===== src/rtl/oneshot_pkg.sv =====
package oneshot_pkg;

    // Behaviour on release of the clear input
    typedef enum logic {
        REL_SILENT = 1'b0,
        REL_FIRES  = 1'b1
    } rel_mode_e;

    // Synchronised levels of the three control inputs
    typedef struct packed {
        logic a;
        logic b;
        logic r;
    } trig_lvl_t;

    // Quiet level set used for reset of the synchroniser and edge history
    localparam trig_lvl_t IDLE_LVL = '{a: 1'b1, b: 1'b0, r: 1'b1};

    localparam int SYNC_STAGES = 2;
    localparam int TICK_W      = 16;

    typedef logic [TICK_W-1:0] tick_t;

    function automatic tick_t tick_dec(input tick_t v);
        return (v == '0) ? '0 : v - tick_t'(1);
    endfunction

endpackage


===== src/rtl/os_sync.sv =====
module os_sync
    import oneshot_pkg::*;
#(
    parameter int        STAGES  = SYNC_STAGES,
    parameter trig_lvl_t RST_VAL = IDLE_LVL
) (
    input  logic      clk,
    input  logic      rst,
    input  trig_lvl_t d,
    output trig_lvl_t q
);

    trig_lvl_t stage [STAGES];

    for (genvar i = 0; i < STAGES; i++) begin : g_stage
        if (i == 0) begin : g_first
            always_ff @(posedge clk) begin
                if (rst) stage[i] <= RST_VAL;
                else     stage[i] <= d;
            end
        end else begin : g_next
            always_ff @(posedge clk) begin
                if (rst) stage[i] <= RST_VAL;
                else     stage[i] <= stage[i-1];
            end
        end
    end

    assign q = stage[STAGES-1];

endmodule


===== src/rtl/os_qual.sv =====
module os_qual
    import oneshot_pkg::*;
#(
    parameter int        MIN_GAP  = 4,
    parameter int        REM_DLY  = 3,
    parameter rel_mode_e REL_MODE = REL_FIRES
) (
    input  logic      clk,
    input  logic      rst,
    input  trig_lvl_t lvl,
    output logic      fire
);

    localparam tick_t GAP_LOAD = (MIN_GAP > 0) ? tick_t'(MIN_GAP - 1) : '0;
    localparam tick_t REM_LOAD = tick_t'(REM_DLY);

    trig_lvl_t prev_q;
    tick_t     gap_q;
    tick_t     rem_q;
    logic      a_fall_ok;
    logic      b_rise_ok;
    logic      rel_edge;
    logic      cand;

    always_ff @(posedge clk) begin
        if (rst) prev_q <= IDLE_LVL;
        else     prev_q <= lvl;
    end

    // Qualified edges on the two trigger inputs
    assign a_fall_ok = prev_q.a & ~lvl.a &  lvl.b & lvl.r;
    assign b_rise_ok = ~prev_q.b & lvl.b & ~lvl.a & lvl.r;

    // Optional start on release of the clear
    if (REL_MODE == REL_FIRES) begin : g_rel_fire
        assign rel_edge = ~prev_q.r & lvl.r & ~lvl.a & lvl.b;
    end else begin : g_rel_quiet
        assign rel_edge = 1'b0;
    end

    // Blind window after the clear is released
    always_ff @(posedge clk) begin
        if (rst)         rem_q <= '0;
        else if (!lvl.r) rem_q <= REM_LOAD;
        else             rem_q <= tick_dec(rem_q);
    end

    assign cand = rel_edge | ((rem_q == '0) & (a_fall_ok | b_rise_ok));
    assign fire = cand & (gap_q == '0);

    // Minimum spacing between accepted triggers
    always_ff @(posedge clk) begin
        if (rst)       gap_q <= '0;
        else if (fire) gap_q <= GAP_LOAD;
        else           gap_q <= tick_dec(gap_q);
    end

    if (MIN_GAP >= 2) begin : g_gap_chk
        p_spacing_r6: assert property (@(posedge clk) disable iff (rst)
            fire |=> !fire)
            else $error("two accepted triggers on adjacent cycles");
    end

endmodule


===== src/rtl/os_width_ctr.sv =====
module os_width_ctr #(
    parameter int WIDTH_W = 8
) (
    input  logic               clk,
    input  logic               rst,
    input  logic               run,
    input  logic               load,
    input  logic [WIDTH_W-1:0] width,
    output logic               active
);

    logic [WIDTH_W-1:0] cnt_q;

    always_ff @(posedge clk) begin
        if (rst)                cnt_q <= '0;
        else if (!run)          cnt_q <= '0;
        else if (load)          cnt_q <= width;
        else if (cnt_q != '0)   cnt_q <= cnt_q - 1'b1;
    end

    assign active = (cnt_q != '0);

    p_reload_r5: assert property (@(posedge clk) disable iff (rst)
        (run && load) |=> (cnt_q == $past(width)))
        else $error("accepted trigger did not load the width");

    p_count_r5: assert property (@(posedge clk) disable iff (rst)
        (run && !load && cnt_q != '0) |=> (cnt_q == $past(cnt_q) - 1'b1))
        else $error("width counter did not step by one");

endmodule


===== src/rtl/oneshot_retrig.sv =====
module oneshot_retrig
    import oneshot_pkg::*;
#(
    parameter int        WIDTH_W  = 8,
    parameter int        MIN_GAP  = 4,
    parameter int        REM_DLY  = 3,
    parameter rel_mode_e REL_MODE = REL_FIRES
) (
    input  logic               clk,
    input  logic               rst,
    input  logic               trig_a,
    input  logic               trig_b,
    input  logic               clr_n,
    input  logic [WIDTH_W-1:0] width,
    output logic               q,
    output logic               q_n
);

    trig_lvl_t raw_lvl;
    trig_lvl_t lvl;
    logic      fire;
    logic      active;

    assign raw_lvl = '{a: trig_a, b: trig_b, r: clr_n};

    os_sync #(
        .STAGES  (SYNC_STAGES),
        .RST_VAL (IDLE_LVL)
    ) u_sync (
        .clk (clk),
        .rst (rst),
        .d   (raw_lvl),
        .q   (lvl)
    );

    os_qual #(
        .MIN_GAP  (MIN_GAP),
        .REM_DLY  (REM_DLY),
        .REL_MODE (REL_MODE)
    ) u_qual (
        .clk  (clk),
        .rst  (rst),
        .lvl  (lvl),
        .fire (fire)
    );

    os_width_ctr #(
        .WIDTH_W (WIDTH_W)
    ) u_width (
        .clk    (clk),
        .rst    (rst),
        .run    (lvl.r),
        .load   (fire),
        .width  (width),
        .active (active)
    );

    // The clear gates the output directly, one cycle ahead of the counter flush
    assign q   = active & lvl.r;
    assign q_n = ~q;

    p_clear_r3: assert property (@(posedge clk) disable iff (rst)
        !lvl.r |=> !q)
        else $error("pulse survived a low clear");

    if (REL_MODE == REL_SILENT && REM_DLY > 0) begin : g_silent_chk
        p_norelfire_r4: assert property (@(posedge clk) disable iff (rst)
            $rose(lvl.r) |-> !fire)
            else $error("release of clear started a pulse in silent mode");
    end

endmodule


===== config.mk =====
export PLATFORM = sky130hd
export DESIGN_NAME = oneshot_retrig
export DESIGN_NICKNAME = d
export VERILOG_FILES = /design/src/rtl/oneshot_pkg.sv /design/src/rtl/os_sync.sv /design/src/rtl/os_qual.sv /design/src/rtl/os_width_ctr.sv /design/src/rtl/oneshot_retrig.sv
export SDC_FILE = /design/constraint.sdc
export NUM_CORES = 1
export LEC_CHECK = 0
export BUFFER_PORTS_ARGS = -buffer_cell sky130_fd_sc_hd__buf_2
export CAP_MARGIN = 20
export CORE_MARGIN = 2
export CORE_UTILIZATION = 55
export CTS_BUF_LIST = sky130_fd_sc_hd__clkbuf_8
export CTS_CLUSTER_SIZE = 30
export DETAILED_ROUTE_END_ITERATION = 6
export PLACE_DENSITY = 0.83
export SYNTH_ARGS = -nofsm -noshare
export SYNTH_HDL_FRONTEND = slang
export SYNTH_SLANG_ARGS = --single-unit

===== constraint.sdc =====
create_clock -name clk -period 5.5 [get_ports clk]
set_input_delay 0.55 -clock clk [delete_from_list [all_inputs] [get_ports clk]]
set_output_delay 0.55 -clock clk [all_outputs]
set_load 0.05 [all_outputs]

==> After elaboration in Yosys (flattened, before gate mapping) <==
Memory sizes are Yosys's and may differ from the RTL's.
Index checks and enable logic that the tools add are counted.
{ "classes": {"add_sub_neg": 3, "reduce_logical": 7, "mux": 11, "bitwise_logic": 21} }
{ "op_table": {"columns": ["cell", "count"], "rows": [
  ["16-bit zero test", 2],
  ["16-bit by 1-bit subtractor with 16-bit output (second input constant)", 2],
  ["8-bit two-way mux", 2],
  ["1-bit AND", 12],
  ["2-bit two-way mux", 4],
  ["8-bit nonzero test", 1],
  ["8-bit by 1-bit subtractor with 8-bit output (second input constant)", 1],
  ["3-bit two-way mux", 2],
  ["3-bit OR reduction", 2],
  ["1-bit NOT", 5],
  ["1-bit bitwise OR", 4],
  ["1-bit two-way mux", 3],
  ["2-bit nonzero test", 1],
  ["2-bit OR reduction", 1]
]} }
{ "word_totals": {"regBits": 43, "output_inout_bits": 2, "ramBits": 6, "mem_count": 1, "wordCells": 51} }
{ "memory_table": {"columns": ["name", "depth", "word_bits", "rd", "rd_clocked_by_memory_dff", "write_ports", "line_no", "source"], "rows": [
  ["u_sync.stage", 2, 3, 2, 0, 2, "os_sync.sv:13", "trig_lvl_t stage [STAGES];"]
]} }

==> Depth between registers and ports, before layout <==
Gate-level depths: netlist of run 1.
An unclocked memory read counts as a cell.
{ "logic_depth": {"depth_word": 10, "ltp_mapped": 8} }

==> Hierarchy <==
A second synthesis of run 1 with hierarchy kept.
{ "unflattened": {"hier_cells": 243, "hier_area_um2": 2233.4} }
{ "by_module_without_submodules": {"columns": ["module", "seq_area_each_um2", "n_inst", "cells_each", "area_each_um2"], "rows": [
  ["os_qual", 700.7, 1, 174, 1586.5],
  ["os_width_ctr", 160.2, 1, 55, 479.2],
  ["os_sync", 120.1, 1, 12, 157.7],
  ["oneshot_retrig", 0.0, 1, 2, 10.0]
]} }

==> Worst setup path before layout of run 1 <==
OpenSTA, ideal clock, no wires.
{ "synth_timing": {"kind": "flip-flop to output port", "start": "reg u_width.cnt_q[3]", "end": "out q", "arrival_ns": 2.352, "stages_incl_launch_ff": 5, "setup_slack_ns": 2.598, "cell_sequence": "dfxtp_1 > or4_1 > nor4b_1 > nand2b_1 > inv_1"} }
{ "synth_via": {"elab_chain_cells": 2} }
{ "synth_rtl": {"columns": ["item", "line_no", "source"], "rows": [
  ["start, declared", "os_width_ctr.sv:12", "logic [WIDTH_W-1:0] cnt_q;"],
  ["start signal, assigned", "os_width_ctr.sv:17", "else if (load) cnt_q <= width;"],
  ["start signal, assigned", "os_width_ctr.sv:18", "else if (cnt_q != '0) cnt_q <= cnt_q - 1'b1;"],
  ["8-bit nonzero test", "os_width_ctr.sv:21", "assign active = (cnt_q != '0);"],
  ["1-bit AND", "oneshot_retrig.sv:59", "assign q = active & lvl.r;"],
  ["end, declared", "oneshot_retrig.sv:15", "output logic q,"]
]} }
No other way between the ends.

==> Worst setup path after layout of run 1 <==
{ "layout_timing": {"start": "reg u_width.cnt_q[3]", "end": "out q_n"} }
{ "layout_via": {"elab_chain_cells": 3} }
{ "layout_rtl": {"columns": ["item", "line_no", "source"], "rows": [
  ["8-bit nonzero test", "os_width_ctr.sv:21", null],
  ["1-bit AND", "oneshot_retrig.sv:59", null],
  ["1-bit NOT", "oneshot_retrig.sv:60", "assign q_n = ~q;"],
  ["end, declared", "oneshot_retrig.sv:16", "output logic q_n"]
]} }
No other way between the ends.

==> metrics.md, run 1 <==
| Metric | Value |
|---|---|
| Die width | 66.4 um |
| # resized after CTS | 0 |
| Final setup viols | 0 |
| CTS Buffer Depth | 2 |
| Initial antenna violation count | 0 |
| Pre-antenna DRT Iters | 4 |
| Setup Buffers After CTS | 0 |
| Crit Path Class | reg -> out |
| Crit path max fanout | 4 |
| IO Count | 15 |
| Setup TNS | 0 ns |
| Tcrit/Tclk final | 0.534 |
| Compound-Gate Fraction of Synth Area | 0.0619 |
| Vias in the first global route | 1,576 |
| Worst hold path cell count | 1 |
| Min Clock Period, post-route | 2.94 ns |
| Layout area overhead | 8.93% |
| Nets@finish | 271 |
| Die ar. | 4410 sq um |
| RSZ-0062 raised after global routing | no |
| Total routed wirelength | 3.75 mm |
| Fmax | 340 MHz |
| Total GRT Usage | 0.197 |
| Routed vias | 1,621 |
| Core ar. | 3720 sq um |
| Share of cells above drive strength 1 | 0.118 |
| IO buf count | 14 |
| DIE HEIGHT | 66.4 um |
| Most common cell after layout, fill and taps aside | dfxtp_1 |
| Main synth FF type | dfxtp_1 |
| Unique masters post-synth | 37 |
| Maximum Capacitance Violations | 0 |
| Leak pwr | 0.978 nW |
| Clk pin slew, worst setup/hold paths | 0.08 ns |
| Root Buffer Master | clkbuf_8 |
| Placer Congestion | 0.712 |
| Mux contribution to synthesized area | 0.0280 |
| Via-to-Cell Ratio | 5.37 |
| Commonest cells after routing, fill and taps aside | dfxtp_1, nor2_1, xnor2_1, nand2_1, buf_2 |
| Mean post-synth cell area | 8.97 sq um |
| Mapped Nets | 256 |
| Outcome | finished clean |
| Sequential fraction of the synthesis area | 0.458 |
| Peak supply drop | 0.220 mV |
| Final Max Tran Viols | 0 |
| Simple-gate share of the synthesized area | 0.283 |
| Main combinational cell family by area after synthesis | simple AND/OR/NAND/NOR gates |
| Row Count | 22 |
| Worst Reg2Reg Path Length in Cells | 7 |
| Xor-xnor portion of the synthesized cell area | 0.119 |
| GR Overflow Total | 0 |
| EDFF count, synth | 0 |
| Synth top area share | 0.458 |
| Total CTS buffers | 5 |
| Power per cell area | 653 nW/um^2 |
| N_diodes | 0 |
| Avg WL per Cell | 12.4 um |
| H-tree depth | 2 |
| Post-synthesis cell area | 2140 sq um |
| Util after Layout | 0.628 |
| WP data arrival | 2.39 ns |
| Worst Max-Slew Pin Slew | 0.762 ns |
| Iter 0 DRT Violations | 91 |
| # DRC | 0 |
| Clock sink count | 49 |
| CP endpoint kind | output port |
| Clk_lat worst skew | 0.30 ns |
| Largest net degree at the start of global routing | 17 |
| Async S/R FF share, synth | 0 |
| Hold Vio Cnt, Final | 0 |
| Clock Skews | 0.0108 ns |
| Rel. slew slack | 0.485 |
| First-pass GRT wire length | 6.58 mm |
| Starting Density | 0.577 |
| TritonCTS clock tree | yes |
| #FFs+latches synth | 49 |
| Synth area leaders | dfxtp_1, xnor2_1, nor2_1 |
| Final HPWL DP | 2.68 mm |
| Post-DRT Antenna Nets | 0 |
| Critical path data required time | 4.95 ns |
| Worst Hold Class | reg -> reg |
| Area leader, netlist | dfxtp_1 |
| Yosys warnings | 0 |
| Post-synthesis adder-cell area fraction | 0.0234 |
| Hold buffers post-CTS | 0 |
| Number of cells produced by synthesis | 239 |
| Worst setup SP type | flop |
[registers in the layout (all words and copies together), names as in the netlist]
name / cells
u_width.cnt_q: 8
u_qual.rem_q: 16
u_sync.stage: 6
u_qual.prev_q: 3
u_qual.gap_q: 16
[worst max-delay path, stage by stage, from the launching register on]
cell and delay [ns]:
dfxtp_1 0.34, or4_1 0.57, nor4b_1 0.69, nand2b_1 0.22, buf_2 0.27
[logic make-up (layout without fill, tap and decap cells)]
kind of cell,after synthesis,in the layout
compound gates,21,21
xor+xnor,29,29
fa+ha+maj,4,4
buf+inv,15,30
flops,49,49
mux,6,6
simple gates,115,115
[cells in the mapped netlist, drive strengths merged (3+ instances only)]
cell type  instances
nor2              35
mux2i              6
clkbuf             5
nor2b              7
dfxtp             49
a21oi             12
nand2             17
o21ai              3
or4                8
nand2b             5
ha                 4
xor2               7
or3                6
nor4               7
xnor2             22
or2                6
nor3              13
inv                9
[routing by layer]
metal / vias up / share of wire / global-route usage
li1: 841 / - / -
met4: 0 / 0.020 / 0.0893
met2: 35 / 0.47 / 0.346
met5: - / 0 / 0
met1: 739 / 0.47 / 0.223
met3: 6 / 0.038 / 0.0460
[through the flow]
| step | setup slack, ns | instances | hold WS [ns] | cell area [sq um] | total power [mW] |
|---|---|---|---|---|---|
| after global routing | 2.38 | 302 | 0.424 | 2330 | 1.66 |
| after floorplan | 2.60 | 239 | 0.389 | 2140 | 1.19 |
| after detailed placement | 2.89 | 295 | 0.397 | 2250 | 1.31 |
| final | 2.56 | 302 | 0.412 | 2330 | 1.52 |
| after global placement | 2.96 | 295 | 0.393 | 2250 | 1.28 |
| after CTS | 2.55 | 302 | 0.415 | 2330 | 1.53 |
[power breakdown]
part / switching, mW / internal (mW)
Sequential: 0.109 / 0.469
Combinational: 0.404 / 0.332
Clock: 0.111 / 0.0980
[final timing paths]
check | from | end | slack [ns]
setup / recovery | u_width.cnt_q[3] | q_n | 2.56
hold / removal | u_sync.stage[0][2] | u_sync.stage[1][2] | 0.41
setup reg to reg | u_qual.rem_q[0] | u_width.cnt_q[1] | 3.00
hold reg to reg | u_sync.stage[0][2] | u_sync.stage[1][2] | 0.41
[layout make-up]
type	instances	area, sq um
clock buffers	6	82.6
clock inverters	1	3.75
fillers	306	1380
inverters	9	33.8
multi-input cells	175	1100
flip-flops and latches	49	981
well taps	48	60.1
repair buffers	14	70.1
Note: power is estimated with default switching activity, not from simulation.
==> run 2, diff against run 1 <==
--- a/config.mk
+++ b/config.mk
@@ -12,7 +12,7 @@
 export CTS_BUF_LIST = sky130_fd_sc_hd__clkbuf_8
 export CTS_CLUSTER_SIZE = 30
 export DETAILED_ROUTE_END_ITERATION = 6
-export PLACE_DENSITY = 0.83
+export PLACE_DENSITY = 0.86
 export SYNTH_ARGS = -nofsm -noshare
 export SYNTH_HDL_FRONTEND = slang
 export SYNTH_SLANG_ARGS = --single-unit
==> constraint.sdc (replaced) <==
create_clock -name clk -period 2.6 [get_ports clk]
set_input_delay 0.26 -clock clk [delete_from_list [all_inputs] [get_ports clk]]
set_output_delay 0.26 -clock clk [all_outputs]
set_load 0.05 [all_outputs]
==> metrics.md, run 2 (synthesis gave the netlist of run 1 again) <==
| Metric | Value |
|---|---|
| Outcome | finished clean (unchanged) |
| Hold buffers post-CTS | 0 (unchanged) |
| CTS Buffer Depth | 2 (unchanged) |
| Min Clock Period, post-route | 2.41 ns |
| Clk_lat worst skew | 0.29 ns (was 0.30 ns) |
| DIE HEIGHT | 66.4 um (unchanged) |
| # DRC | 0 (unchanged) |
| Avg WL per Cell | 12.0 um (was 12.4 um) |
| Power per cell area | 1380 nW/um^2 (was 653 nW/um^2) |
| Crit-path cells | or4_1 -> nor4b_1 -> nand2b_2 -> buf_2 (was or4_1 -> nor4b_1 -> nand2b_1 -> buf_2) |
| Share of cells above drive strength 1 | 0.129 (was 0.118) |
| WP data arrival | 2.15 ns (was 2.39 ns) |
| Core ar. | 3720 sq um (unchanged) |
| Peak supply drop | 0.579 mV (was 0.220 mV) |
| Worst path top cell family by delay | simple AND/OR/NAND/NOR gates (unchanged) |
| Iter 0 DRT Violations | 83 (was 91) |
| Die ar. | 4410 sq um (unchanged) |
| Worst Hold Class | in -> reg (was reg -> reg) |
| Post-DRT Antenna Nets | 0 (unchanged) |
| RSZ-0062 raised after global routing | no (unchanged) |
| Layout area overhead | 9.75% (was 8.93%) |
| Critical Path Max Stage Delay | 0.59 ns (was 0.69 ns) |
| Routed vias | 1,631 (was 1,621) |
| Setup TNS | 0 ns (unchanged) |
| Most common cell after layout, fill and taps aside | dfxtp_1 (unchanged) |
| Inst Count DP | 297 (was 295) |
| Maximum Capacitance Violations | 0 (unchanged) |
| Initial antenna violation count | 0 (unchanged) |
| Root Buffer Master | clkbuf_8 (unchanged) |
| Total CTS buffers | 5 (unchanged) |
| Clock Power Share | 0.132 (was 0.137) |
| TritonCTS clock tree | yes (unchanged) |
| Worst setup SP type | flop (unchanged) |
| Total routed wirelength | 3.64 mm (was 3.75 mm) |
| Commonest cells after routing, fill and taps aside | dfxtp_1, nor2_1, xnor2_1, nand2_1, buf_2 (unchanged) |
| N_diodes | 0 (unchanged) |
| Starting Density | 0.577 (unchanged) |
| Crit Path Class | reg -> out (unchanged) |
| H-tree depth | 2 (unchanged) |
| CP bufs+invs | 1 (unchanged) |
| Crit path max-delay cell type | or4_1 (was nor4b_1) |
| Largest net degree at the start of global routing | 17 (unchanged) |
| Leak pwr | 0.987 nW (was 0.978 nW) |
| Vias in the first global route | 1,555 (was 1,576) |
| Final HPWL DP | 2.68 mm (about the same) |
| Logic pwr share | 0.490 (was 0.484) |
| First-pass GRT wire length | 6.40 mm (was 6.58 mm) |
| Switch Pwr | 1.30 mW (was 0.624 mW) |
| Critical path data required time | 2.34 ns (was 4.95 ns) |
| Setup Buffers After CTS | 0 (unchanged) |
| Clock Skews | 0.00785 ns (was 0.0108 ns) |
| IO buf count | 14 (unchanged) |
| # resized after CTS | 0 (unchanged) |
| Clk pin slew, worst setup/hold paths | 0.08 ns (about the same) |
| Crit path max fanout | 4 (unchanged) |
| Nets@finish | 273 (was 271) |
| Worst Max-Slew Pin Slew | 0.515 ns (was 0.762 ns) |
| P_int | 1.93 mW (was 0.900 mW) |
| Clock sink count | 49 (unchanged) |
| Fmax | 415 MHz |
| Sequential power share | 0.378 (was 0.380) |
| Final setup viols | 0 (unchanged) |
| Pre-antenna DRT Iters | 4 (unchanged) |
| Total GRT Usage | 0.189 (was 0.197) |
| Row Count | 22 (unchanged) |
| Hold Vio Cnt, Final | 0 (unchanged) |
| Non-Filler Instances | 304 (was 302) |
| Rel. slew slack | 0.657 (was 0.485) |
| Final Max Tran Viols | 0 (unchanged) |
| Util after Layout | 0.633 (was 0.628) |
| Regs by FF count | u_qual.gap_q x16, u_qual.rem_q x16, u_width.cnt_q x8 (unchanged) |
| IO Count | 15 (unchanged) |
| Placer Congestion | 0.797 (was 0.712) |
| GR Overflow Total | 0 (unchanged) |
| Die width | 66.4 um (unchanged) |
| CP endpoint kind | output port (unchanged) |
| Via-to-Cell Ratio | 5.37 (about the same) |
| Switching share of power | 0.402 (was 0.410) |
| Tcrit/Tclk final | 0.926 |
-- run 2: layer usage --
metal | routed length, um | vias to the layer above | global-route usage
met4 | 77 | 0 | 0.0740
met3 | 151 | 8 | 0.0596
met5 | 0 | - | 0
li1 | - | 848 | -
met1 | 1740 | 743 | 0.220
met2 | 1670 | 32 | 0.323
-- run 2: final cells by class --
| cell class | count | area [sq um] |
|---|---|---|
| clock buffer | 6 | 82.6 |
| clock inverter | 1 | 3.75 |
| fill | 315 | 1360 |
| inverter | 9 | 33.8 |
| multi-input combinational | 175 | 1110 |
| sequential | 49 | 981 |
| tap | 48 | 60.1 |
| timing repair buffer | 16 | 85.1 |
-- run 2: worst paths after layout --
kind                            from                 end  slack, ns  cells past startpoint
hold reg to reg   u_sync.stage[0][2]  u_sync.stage[1][2]       0.41                      1
hold / removal                 clr_n  u_sync.stage[0][0]       0.15                      2
setup reg to reg     u_qual.rem_q[0]    u_width.cnt_q[7]       0.33                      7
setup / recovery    u_width.cnt_q[3]                 q_n       0.19                      4
-- run 2: power by group through the flow --
stage / Sequential, mW / Clock (mW) / Combinational (mW)
6_report: 1.22 / 0.429 / 1.59
5_1_grt: 1.26 / 0.466 / 1.81
4_1_cts: 1.22 / 0.441 / 1.59
3_5_place_dp: 1.23 / 0 / 1.57
3_3_place_gp: 1.22 / 0 / 1.54
2_1_floorplan: 1.18 / 0 / 1.33
-- run 2: metrics by stage --
stage,hold slack [ns],total power [mW],worst slack [ns],area (sq um)
floorplan,0.332,2.51,0.181,2150
global placement,0.393,2.76,0.372,2270
detailed placement,0.397,2.81,0.351,2270
CTS,0.138,3.25,0.206,2350
global route,0.140,3.53,0.0844,2350
finish,0.149,3.24,0.192,2350
==> run 3, diff against run 2 <==
--- a/config.mk
+++ b/config.mk
@@ -8,11 +8,11 @@
 export BUFFER_PORTS_ARGS = -buffer_cell sky130_fd_sc_hd__buf_2
 export CAP_MARGIN = 20
 export CORE_MARGIN = 2
-export CORE_UTILIZATION = 55
+export CORE_UTILIZATION = 45
 export CTS_BUF_LIST = sky130_fd_sc_hd__clkbuf_8
 export CTS_CLUSTER_SIZE = 30
 export DETAILED_ROUTE_END_ITERATION = 6
-export PLACE_DENSITY = 0.86
+export PLACE_DENSITY = 0.74
 export SYNTH_ARGS = -nofsm -noshare
 export SYNTH_HDL_FRONTEND = slang
 export SYNTH_SLANG_ARGS = --single-unit
==> metrics.md, run 3 (synthesis gave the netlist of run 1 again) <==
| Metric | Value |
|---|---|
| Routed vias | 1,604 (was 1,631) |
| Power Total | 3.20 mW (was 3.24 mW) |
| Hold Vio Cnt, Final | 0 (unchanged) |
| Avg WL per Cell | 11.5 um (was 12.0 um) |
| Pre-antenna DRT Iters | 4 (unchanged) |
| CP startpoint | u_width.cnt_q[3] (unchanged) |
| # DRC | 0 (unchanged) |
| Tcrit/Tclk final | 0.902 (was 0.926) |
| Crit path max fanout | 4 (unchanged) |
| Total CTS buffers | 5 (unchanged) |
| Worst setup SP type | flop (unchanged) |
| RR Endpoint | u_width.cnt_q[6] (was u_width.cnt_q[7]) |
| Vias in the first global route | 1,485 (was 1,555) |
| Total GRT Usage | 0.149 (was 0.189) |
| Most common cell after layout, fill and taps aside | dfxtp_1 (unchanged) |
| Reg2reg setup slack | 0.31 ns (was 0.33 ns) |
| RSZ-0062 raised after global routing | no (unchanged) |
| Peak supply drop | 0.514 mV (was 0.579 mV) |
| Setup Buffers After CTS | 0 (unchanged) |
| Min Clock Period, post-route | 2.35 ns (was 2.41 ns) |
| Hold Startpoint | clr_n (unchanged) |
| Power per cell area | 1360 nW/um^2 (was 1380 nW/um^2) |
| # resized after CTS | 0 (unchanged) |
| Row Count | 25 (was 22) |
| Worst Hold Class | in -> reg (unchanged) |
| Iter 0 DRT Violations | 98 (was 83) |
| Worst Max-Slew Pin Slew | 0.498 ns (was 0.515 ns) |
| Fmax | 426 MHz (was 415 MHz) |
| Clk pin slew, worst setup/hold paths | 0.08 ns (about the same) |
| Hold buffers post-CTS | 0 (unchanged) |
| Clk_lat worst skew | 0.29 ns (about the same) |
| Critical Path Max Stage Delay | 0.56 ns (was 0.59 ns) |
| Regs by FF count | u_qual.gap_q x16, u_qual.rem_q x16, u_width.cnt_q x8 (unchanged) |
| Clock Skews | 0.00763 ns (was 0.00785 ns) |
| Nets@finish | 273 (unchanged) |
| DIE HEIGHT | 73.0 um (was 66.4 um) |
| Maximum Capacitance Violations | 0 (unchanged) |
| Critical path data required time | 2.34 ns (about the same) |
| Finished Cell Area | 2350 sq um (about the same) |
| Crit path max-delay cell type | or4_1 (unchanged) |
| Placement-stage cell area | 2270 sq um (about the same) |
| Crit Path Class | reg -> out (unchanged) |
| Initial antenna violation count | 0 (unchanged) |
| Total routed wirelength | 3.57 mm (was 3.64 mm) |
| Rel. slew slack | 0.668 (was 0.657) |
| WP data arrival | 2.09 ns (was 2.15 ns) |
| TritonCTS clock tree | yes (unchanged) |
| CTS Buffer Depth | 2 (unchanged) |
| Post-DRT Antenna Nets | 0 (unchanged) |
| Share of cells above drive strength 1 | 0.125 (was 0.129) |
| Starting Density | 0.460 (was 0.577) |
| Worst Reg2Reg Path Length in Cells | 7 (unchanged) |
| Core ar. | 4660 sq um (was 3720 sq um) |
| Final setup viols | 0 (unchanged) |
| Die width | 73.0 um (was 66.4 um) |
| Final Max Tran Viols | 0 (unchanged) |
| Leak pwr | 0.991 nW (was 0.987 nW) |
| Final HPWL DP | 2.66 mm (was 2.68 mm) |
| Crit path to | q_n (unchanged) |
| Clock sink count | 49 (unchanged) |
| Placer Congestion | 0.776 (was 0.797) |
| Largest net degree at the start of global routing | 17 (unchanged) |
| First-pass GRT wire length | 6.41 mm (was 6.40 mm) |
| IO buf count | 14 (unchanged) |
| Outcome | finished clean (unchanged) |
| Worst r2r src | u_qual.rem_q[0] (unchanged) |
| Commonest cells after routing, fill and taps aside | dfxtp_1, nor2_1, xnor2_1, nand2_1, buf_2 (unchanged) |
| IO Count | 15 (unchanged) |
| Die ar. | 5330 sq um (was 4410 sq um) |
| Layout area overhead | 9.81% (was 9.75%) |
| N_diodes | 0 (unchanged) |
| Via-to-Cell Ratio | 5.16 (was 5.37) |
| Setup TNS | 0 ns (unchanged) |
| H-tree depth | 2 (unchanged) |
| CP endpoint kind | output port (unchanged) |
| Crit-path cells | or4_1 -> nor4b_1 -> buf_4 -> nand2b_2 -> buf_2 (was or4_1 -> nor4b_1 -> nand2b_2 -> buf_2) |
| Root Buffer Master | clkbuf_8 (unchanged) |
| GR Overflow Total | 0 (unchanged) |
-- run 3: layer usage --
metal / vias to the layer above / routed length [um] / GRT usage
met3: 4 / 105 / 0.0221
li1: 845 / - / -
met2: 23 / 1600 / 0.237
met1: 732 / 1820 / 0.203
met4: 0 / 47 / 0.0556
met5: - / 0 / 0
-- run 3: layout make-up --
type	instances	area, sq um
Fill cell	433	2310
Multi-Input combinational cell	175	1110
Tap cell	54	67.6
Clock inverter	3	11.3
Sequential cell	49	981
Inverter	9	33.8
Timing Repair Buffer	16	85.1
Clock buffer	5	68.8
-- run 3: through the flow --
step                      cells  utilization  hold slack, ns  setup WS, ns
after floorplan             239            -           0.332         0.181
after global placement      303        0.488           0.390         0.379
after detailed placement    303        0.488           0.404         0.307
after CTS                   311        0.505           0.139         0.223
after global routing        311        0.505           0.146         0.113
final                       311        0.505           0.148         0.254
-- run 3: where the power goes --
group          switching [mW]  internal, mW  leakage (nW)
logic                   0.839         0.735         0.535
registers               0.225         0.993         0.403
clock network           0.231         0.180        0.0519
total                    1.29          1.91         0.991
-- run 3: worst min path at each step --
stage / end / slack, ns / cells after the start
after global routing: u_sync.stage[0][2] / 0.15 / 2
after detailed placement: u_sync.stage[1][2] / 0.40 / 1
after floorplan: u_qual.prev_q[1] / 0.33 / 1
after CTS: u_sync.stage[0][2] / 0.14 / 2
after global placement: u_sync.stage[1][2] / 0.39 / 1
final: u_sync.stage[0][0] / 0.15 / 2
-- run 3: critical path: cells and delay by family (launching register included) --
family	cells	cell delay, ns
and+or+nand+nor	3	1.00
DFF	1	0.34
buffers and inverters	2	0.45
